**src/rtl/bcs_pkg.sv**
```systemverilog
package bcs_pkg;
  typedef enum logic [1:0] {
    PH_IDLE  = 2'd0,
    PH_LOW   = 2'd1,
    PH_HWAIT = 2'd2,
    PH_HIGH  = 2'd3
  } phase_t;
endpackage

```
**src/rtl/bcs_phase_ctr.sv**
```systemverilog
module bcs_phase_ctr #(
  parameter int W = 8
) (
  input  logic         clk,
  input  logic         rst_n,
  input  logic         load,
  input  logic [W-1:0] load_val,
  input  logic         step,
  output logic [W-1:0] count,
  output logic         done
);
  localparam logic [W-1:0] ONE = W'(1);

  // phase length: a programmed zero still gives one cycle
  function automatic logic [W-1:0] phase_len(input logic [W-1:0] v);
    return (v == '0) ? ONE : v;
  endfunction

  always_ff @(posedge clk or negedge rst_n) begin
    if (!rst_n)    count <= ONE;
    else if (load) count <= phase_len(load_val);
    else if (step) count <= count - ONE;
  end

  assign done = (count <= ONE);

  // the counter is never stepped past its last cycle
  p_no_underflow_r3: assert property (@(posedge clk) disable iff (!rst_n)
    step |-> !done);
  p_load_nonzero_r3: assert property (@(posedge clk) disable iff (!rst_n)
    load |=> count != '0);
endmodule

```
**src/rtl/bcs_phase_fsm.sv**
```systemverilog
module bcs_phase_fsm
  import bcs_pkg::*;
(
  input  logic clk,
  input  logic rst_n,
  input  logic enable,
  input  logic scl_in,
  input  logic cnt_done,
  output logic load_low,
  output logic load_high,
  output logic step,
  output logic in_low,
  output logic in_hwait,
  output logic in_high
);
  phase_t ph, ph_nxt;
  logic   line_fall_seen;

  assign in_low         = (ph == PH_LOW);
  assign in_hwait       = (ph == PH_HWAIT);
  assign in_high        = (ph == PH_HIGH);
  assign line_fall_seen = in_high && !scl_in;

  always_comb begin
    ph_nxt    = ph;
    load_low  = 1'b0;
    load_high = 1'b0;
    step      = 1'b0;
    if (!enable) begin
      ph_nxt = PH_IDLE;
    end else begin
      unique case (ph)
        PH_IDLE: begin
          ph_nxt   = PH_LOW;
          load_low = 1'b1;
        end
        PH_LOW: begin
          if (cnt_done) ph_nxt = PH_HWAIT;
          else          step   = 1'b1;
        end
        PH_HWAIT: begin
          if (scl_in) begin
            ph_nxt    = PH_HIGH;
            load_high = 1'b1;
          end
        end
        PH_HIGH: begin
          if (line_fall_seen || cnt_done) begin
            ph_nxt   = PH_LOW;
            load_low = 1'b1;
          end else begin
            step = 1'b1;
          end
        end
        default: ph_nxt = PH_IDLE;
      endcase
    end
  end

  always_ff @(posedge clk or negedge rst_n) begin
    if (!rst_n) ph <= PH_IDLE;
    else        ph <= ph_nxt;
  end

  p_idle_release_r1: assert property (@(posedge clk) disable iff (!rst_n)
    !enable |=> !in_low);
  p_start_low_r2: assert property (@(posedge clk) disable iff (!rst_n)
    (ph == PH_IDLE) && enable |=> in_low);
  p_wait_holds_r4: assert property (@(posedge clk) disable iff (!rst_n)
    in_hwait && !scl_in && enable |=> in_hwait);
  p_high_after_line_r5: assert property (@(posedge clk) disable iff (!rst_n)
    $rose(in_high) |-> $past(scl_in));
  p_abort_r6: assert property (@(posedge clk) disable iff (!rst_n)
    line_fall_seen && enable |=> in_low);
  p_one_phase_r4: assert property (@(posedge clk) disable iff (!rst_n)
    $onehot0({in_low, in_hwait, in_high}));
endmodule

```
**src/rtl/bus_clk_sync.sv**
```systemverilog
module bus_clk_sync #(
  parameter int CNT_W = 8
) (
  input  logic             clk,
  input  logic             rst_n,
  input  logic             enable,
  input  logic             scl_in,
  input  logic [CNT_W-1:0] low_count,
  input  logic [CNT_W-1:0] high_count,
  output logic             scl_pull_low,
  output logic             clk_wait
);
  logic             load_low, load_high, step, cnt_done;
  logic             in_low, in_hwait, in_high;
  logic [CNT_W-1:0] cnt;
  logic [CNT_W-1:0] load_val;

  assign load_val = load_low ? low_count : high_count;

  bcs_phase_fsm u_fsm (
    .clk       (clk),
    .rst_n     (rst_n),
    .enable    (enable),
    .scl_in    (scl_in),
    .cnt_done  (cnt_done),
    .load_low  (load_low),
    .load_high (load_high),
    .step      (step),
    .in_low    (in_low),
    .in_hwait  (in_hwait),
    .in_high   (in_high)
  );

  bcs_phase_ctr #(.W(CNT_W)) u_ctr (
    .clk      (clk),
    .rst_n    (rst_n),
    .load     (load_low | load_high),
    .load_val (load_val),
    .step     (step),
    .count    (cnt),
    .done     (cnt_done)
  );

  assign scl_pull_low = in_low;
  assign clk_wait     = in_hwait && !scl_in;

  p_wait_released_r4: assert property (@(posedge clk) disable iff (!rst_n)
    clk_wait |-> !scl_pull_low);
  p_disabled_quiet_r1: assert property (@(posedge clk) disable iff (!rst_n)
    !enable |=> !scl_pull_low && !clk_wait);
  p_high_no_pull_r5: assert property (@(posedge clk) disable iff (!rst_n)
    in_high |-> !scl_pull_low && cnt != '0);
endmodule

```
**config.mk**
```make
export PLATFORM = sky130hd
export DESIGN_NAME = bus_clk_sync
export DESIGN_NICKNAME = d
export VERILOG_FILES = /design/src/rtl/bcs_pkg.sv /design/src/rtl/bcs_phase_ctr.sv /design/src/rtl/bcs_phase_fsm.sv /design/src/rtl/bus_clk_sync.sv
export SDC_FILE = /design/constraint.sdc
export NUM_CORES = 1
export LEC_CHECK = 0
export ABC_AREA = 1
export ABC_CLOCK_PERIOD_IN_PS = 5100
export BUFFER_PORTS_ARGS = -buffer_cell sky130_fd_sc_hd__buf_2
export CAP_MARGIN = 15
export CORE_ASPECT_RATIO = 0.8
export CORE_UTILIZATION = 40
export CTS_CLUSTER_DIAMETER = 40
export DETAILED_ROUTE_END_ITERATION = 6
export GPL_TIMING_DRIVEN = 0
export PLACE_DENSITY_LB_ADDON = 0.12
export SETUP_SLACK_MARGIN = 0.1
export SYNTH_ARGS = -nofsm -noshare
export SYNTH_HDL_FRONTEND = slang
export SYNTH_SLANG_ARGS = --single-unit
```
**constraint.sdc**
```tcl
create_clock -name clk -period 5.1 [get_ports clk]
set_input_delay 0.51 -clock clk [delete_from_list [all_inputs] [get_ports clk]]
set_output_delay 0.51 -clock clk [all_outputs]
set_load 0.02 [all_outputs]
```
Word level (Yosys, flattened, before mapping)
Index checks and enable logic that the tools add are counted.
Cells by class
  $lt $le $gt $ge: 1
  reduce and logical (&&, ||, !) cells: 8
  eq/ne operators: 6
  bitwise gates (word level): 1
  add/subtract/negate cells: 1
  muxes and demuxes: 19
Operators with widths (number)
  8-bit 2-to-1 mux: 4
  8-bit by 1-bit <= comparator with 1-bit output (second input constant): 1
  8-bit logical NOT: 1
  1-bit 2-to-1 mux: 8
  2-bit 2-to-1 mux: 4
  2-bit case mux with 4 select lines: 1
  8-bit by 1-bit subtractor with 8-bit output (second input constant): 1
  3-bit inequality test (second input constant): 2
  2-bit equality test (second input constant): 2
  1-bit case mux with 2 select lines: 2
  3-bit by 2-bit inequality test with 1-bit output (second input constant): 1
  3-bit AND reduction: 1
  2-bit by 1-bit equality test with 1-bit output (second input constant): 1
  1-bit logical AND: 2
  2-bit logical NOT: 1
  2-bit nonzero test: 1
  1-bit logical NOT: 1
  1-bit logical OR: 1
  1-bit bitwise OR: 1
Word-level totals
  output and inout bits: 2
  input port bits: 20
  bits in registers: 10
  word-level logic and storage cells: 38

Logic depth before layout (Yosys ltp)
  depth after elaboration: 10
  gate-level depth with buffers: 15
  gate-level depth less buffers: 15

Cells and area by module
Synthesis repeated with hierarchy kept, for this count alone.
Second synthesis, totals
  cell total of the unflattened synthesis: 147
  area, all modules: 945.9 um^2
By module, submodules not included
  bcs_phase_ctr: area each 609.3 um^2, instances 1, cells each 85
  bcs_phase_fsm: area each 217.7 um^2, instances 1, cells each 33
  bus_clk_sync: area each 118.9 um^2, instances 1, cells each 29

Worst setup path after synthesis
No wires, ideal clock.
  kind: register to register
  start point: reg u_ctr.count[0]
  end point: reg u_ctr.count[7]
  arrival: 1.698 ns
  path buffers: 0
  setup slack: 3.281 ns
  cell stages (with the launch flop): 14
  cell sequence: dfstp_2 inv_1 ha_1 nor2_1 nor2_2 nand2_2 nand2_2 clkinv_2 nand2_2 nor2_2 nand4_1 xor2_1 nand2_1 o21ai_1
On the way
  cells in the longest elaborated chain, start to end: 9
  elaborated cells between the ends (all ways): 17
  classes of those cells: add/sub (1); order compare (1); mux (11); bitwise (1); reduce/logical (3)
RTL lines
  start, declared: line bcs_phase_ctr.sv:9  | output logic [W-1:0] count,
  start signal, assigned: line bcs_phase_ctr.sv:21  | else if (load) count <= phase_len(load_val);
  start signal, assigned: line bcs_phase_ctr.sv:22  | else if (step) count <= count - ONE;
  8-bit by 1-bit <= comparator with 1-bit output: line bcs_phase_ctr.sv:25  | assign done = (count <= ONE);
  1-bit logical OR: line bcs_phase_fsm.sv:48  | if (line_fall_seen || cnt_done) begin
  1-bit 2-to-1 mux: line bcs_phase_fsm.sv:48
  1-bit case mux with 2 select lines: line bcs_phase_fsm.sv:32  | unique case (ph)
  1-bit 2-to-1 mux: line bcs_phase_fsm.sv:29  | if (!enable) begin
  8-bit 2-to-1 mux: line bus_clk_sync.sv:18  | assign load_val = load_low ? low_count : high_count;
  8-bit logical NOT: line bcs_phase_ctr.sv:16  | return (v == '0) ? ONE : v;
  8-bit 2-to-1 mux: line bcs_phase_ctr.sv:16
  8-bit 2-to-1 mux: line bcs_phase_ctr.sv:21
Parallel ways exist; a longest one is shown, timed or not. The select of a mux whose other input is x is not followed.
A chain may end at the register's enable or synchronous reset.

Worst setup path in the final report
Ends and elaborated chain as after synthesis.

==> metrics.cfg <==
[place]
dp_hpwl_mm=1.53
dp.cells=174
port_buffers=21
place.gp.congestion=0.922

[clock_tree]
hold_buffers=0
clkTransAtPathRegs_ns=0.07
worst_skew_pair.late_latency_ns=0.27
clock-sinks=10
cts_setup_buffers=0
cts_buffer_depth=2
cts_resized=0
root_buffer=clkbuf_4
htree_levels=1
cts_buffers=3
cts_tree=built

[sta]
maxSlewViolCount=0
finalCriticalPeriod_ns=2.00
slew_headroom_pct=79.8
skew_ns=0.00620
max_freq_mhz=499
tns_ns=0
tightestPinTransition_ns=0.299
rsz0062_at_grt=no
period_share_pct=39.3
hold_viol=0
setup_viol=0

[status]
status=completed

[die]
initial_core_util_pct=43.0
dieWidth_um=56.3
die-area_um2=2560
core_um2=2200
rows=15
die_y_um=45.5
num_io_pins=22

[yosys]
synth_fp_nets=154
synth_area_um2=945
ys_seq_area_share_pct=26.6
synth_warnings=0
ys_ff_latch=10
syn_avg_cell_area_um2=7.38
syn_inst=128
synth_top_cells_by_count=nand2_1 (25), inv_1 (18), nand2_2 (13)
synth_flop_cell=dfrtp_1
netlist-cell-type-count=28
synth_edf_count=0
synth_area_leaders=dfrtp_1 (24%), nand2_1 (9.9%), nand2_2 (8.6%), ha_1 (7.9%), inv_1 (7.2%)
synth_top_cell_by_area=dfrtp_1
synth.most_common_cell=nand2_1
synth_top_area_share_pct=23.8
synthArstFlopShare_pct=100

[final_layout]
num_antenna_cells=0
areaGrowthSynthToFinish_pct=17.2
layout.nets=180
fillCellCount=217
drive_gt1_share_pct=35.3
fin_cells=178

[critical_path]
path_cells=inv_1, ha_1, nor2_1, nor2_2, nand2_2, nand2_2, clkinv_2, nand2_2, nor2_2, nand4_1, xor2_1, nand2_1, o21ai_1
worstPathArrival_ns=2.16
reg2reg_depth=13
critPathRequiredTime_ns=5.25
critPathBufInv=2
crit_cells=13
endpoint_kind=flop
critical_path.max_stage_delay_ns=0.56
critPathKind=reg2reg
cp_slowest_cell=dfstp_2
worst_path_most_repeated_cell=nand2_2
critPathTopFamily=simple AND/OR/NAND/NOR gates
worstPathMaxFanout=6
cp-start-kind=flop

[global_route]
grt_pass1_wl_mm=2.97
grt_max_degree=11
grt-ovfl-total=0
grt_usage_pct=15.6
first_global_vias=661
antenna_found_initial=0

[power_and_ir_drop]
p_leak_nw=0.583
power_density_nw_per_um2=505
vdd_drop_max_mv=0.288
p_total_w=0.000560

[routing]
route.detailed.drc=0
via_count=858
ant_nets=0
initialDrtViolationCount=18
wl_per_cell_um=10.1
vias_per_cell=4.82
routed_wl_mm=1.79
firstDrtPassIters=4

[hold_path]
min_path_type=in2async

[run]
cap_viol_max_count=0

-- final cells by class --
| type | instances | area (µm²) | area share (%) |
|---|---|---|---|
| flip-flops and latches | 10 | 251 | 22.7 |
| clock buffers | 4 | 26.3 | 2.37 |
| well taps | 25 | 31.3 | 2.82 |
| inverters | 24 | 93.8 | 8.47 |
| repair buffers | 21 | 105 | 9.49 |
| multi-input cells | 94 | 599 | 54.1 |
-- state kept, by name, summed over array words and instances (netlist names) --
signal and flops:
u_ctr.count 8, u_fsm.ph 2
-- power breakdown --
part           leakage (nW)  switching (W)  internal (W)
combinational         0.450       0.000222      0.000127
sequential            0.118      0.0000322      0.000121
clock                0.0150      0.0000265     0.0000302
total                 0.583       0.000281      0.000279
-- per-layer routing --
layer / global-route usage [%] / share of wire (%) / vias to the layer above
li1: - / - / 454
met1: 22.8 / 53 / 375
met2: 21.7 / 41 / 25
met3: 2.56 / 3.5 / 4
met4: 8.78 / 2.3 / 0
met5: 0 / 0 / -
-- logic make-up (layout without fill, tap and decap cells) --
| logic type | count (synthesis) | after routing | share of synthesized area, % |
|---|---|---|---|
| xor+xnor | 4 | 4 | 3.71 |
| fa+ha+maj | 6 | 6 | 7.95 |
| simple gates | 67 | 67 | 41.2 |
| compound gates | 17 | 17 | 10.6 |
| flops | 10 | 10 | 26.6 |
| buf+inv | 24 | 49 | 9.93 |
-- worst paths after layout --
kind	end	slack [ns]	start
hold / removal	u_ctr.count[5]	0.09	rst_n
hold reg to reg	u_ctr.count[5]	0.59	u_ctr.count[5]
min in group clk	u_fsm.ph[1]	0.55	enable
setup / recovery	u_ctr.count[7]	3.10	u_ctr.count[0]
setup reg to reg	u_ctr.count[7]	3.10	u_ctr.count[0]
max in group asynchronous	u_ctr.count[0]	4.75	rst_n
-- metrics by stage --
step | cell area, µm² | worst slack, ns | hold WS, ns | util [%]
2_1_floorplan | 945 | 3.28 | 0.214 | -
3_3_place_gp | 1080 | 3.08 | 0.381 | 49.2
3_5_place_dp | 1080 | 3.11 | 0.383 | 49.2
4_1_cts | 1110 | 3.08 | 0.0921 | 50.4
5_1_grt | 1110 | 2.93 | 0.0882 | 50.4
6_report | 1110 | 3.10 | 0.0888 | 50.4
-- cells in the final DEF, fill, tap and decap left out, types with 4 or more instances in the layout --
| cell | n |
|---|---|
| nor2_1 | 4 |
| nand2_1 | 25 |
| inv_1 | 18 |
| a21oi_1 | 6 |
| dfrtp_1 | 9 |
| buf_2 | 21 |
| ha_1 | 6 |
| nand3_1 | 8 |
| nand3b_1 | 5 |
| xor2_1 | 4 |
| o21ai_0 | 5 |
| inv_2 | 4 |
| nor2_2 | 4 |
| nand2_2 | 13 |
-- worst reg2reg max path: cells and delay by family (launching register included) --
family,cells,cell delay [ns]
AND/OR/NAND/NOR,8,0.73
flip-flops,1,0.56
AO/OA/AOI/OAI,1,0.05
adder cells (fa/ha/maj),1,0.22
XOR/XNOR,1,0.15
buffers and inverters,2,0.17
No activity file was read; power rests on OpenSTA's default activity.
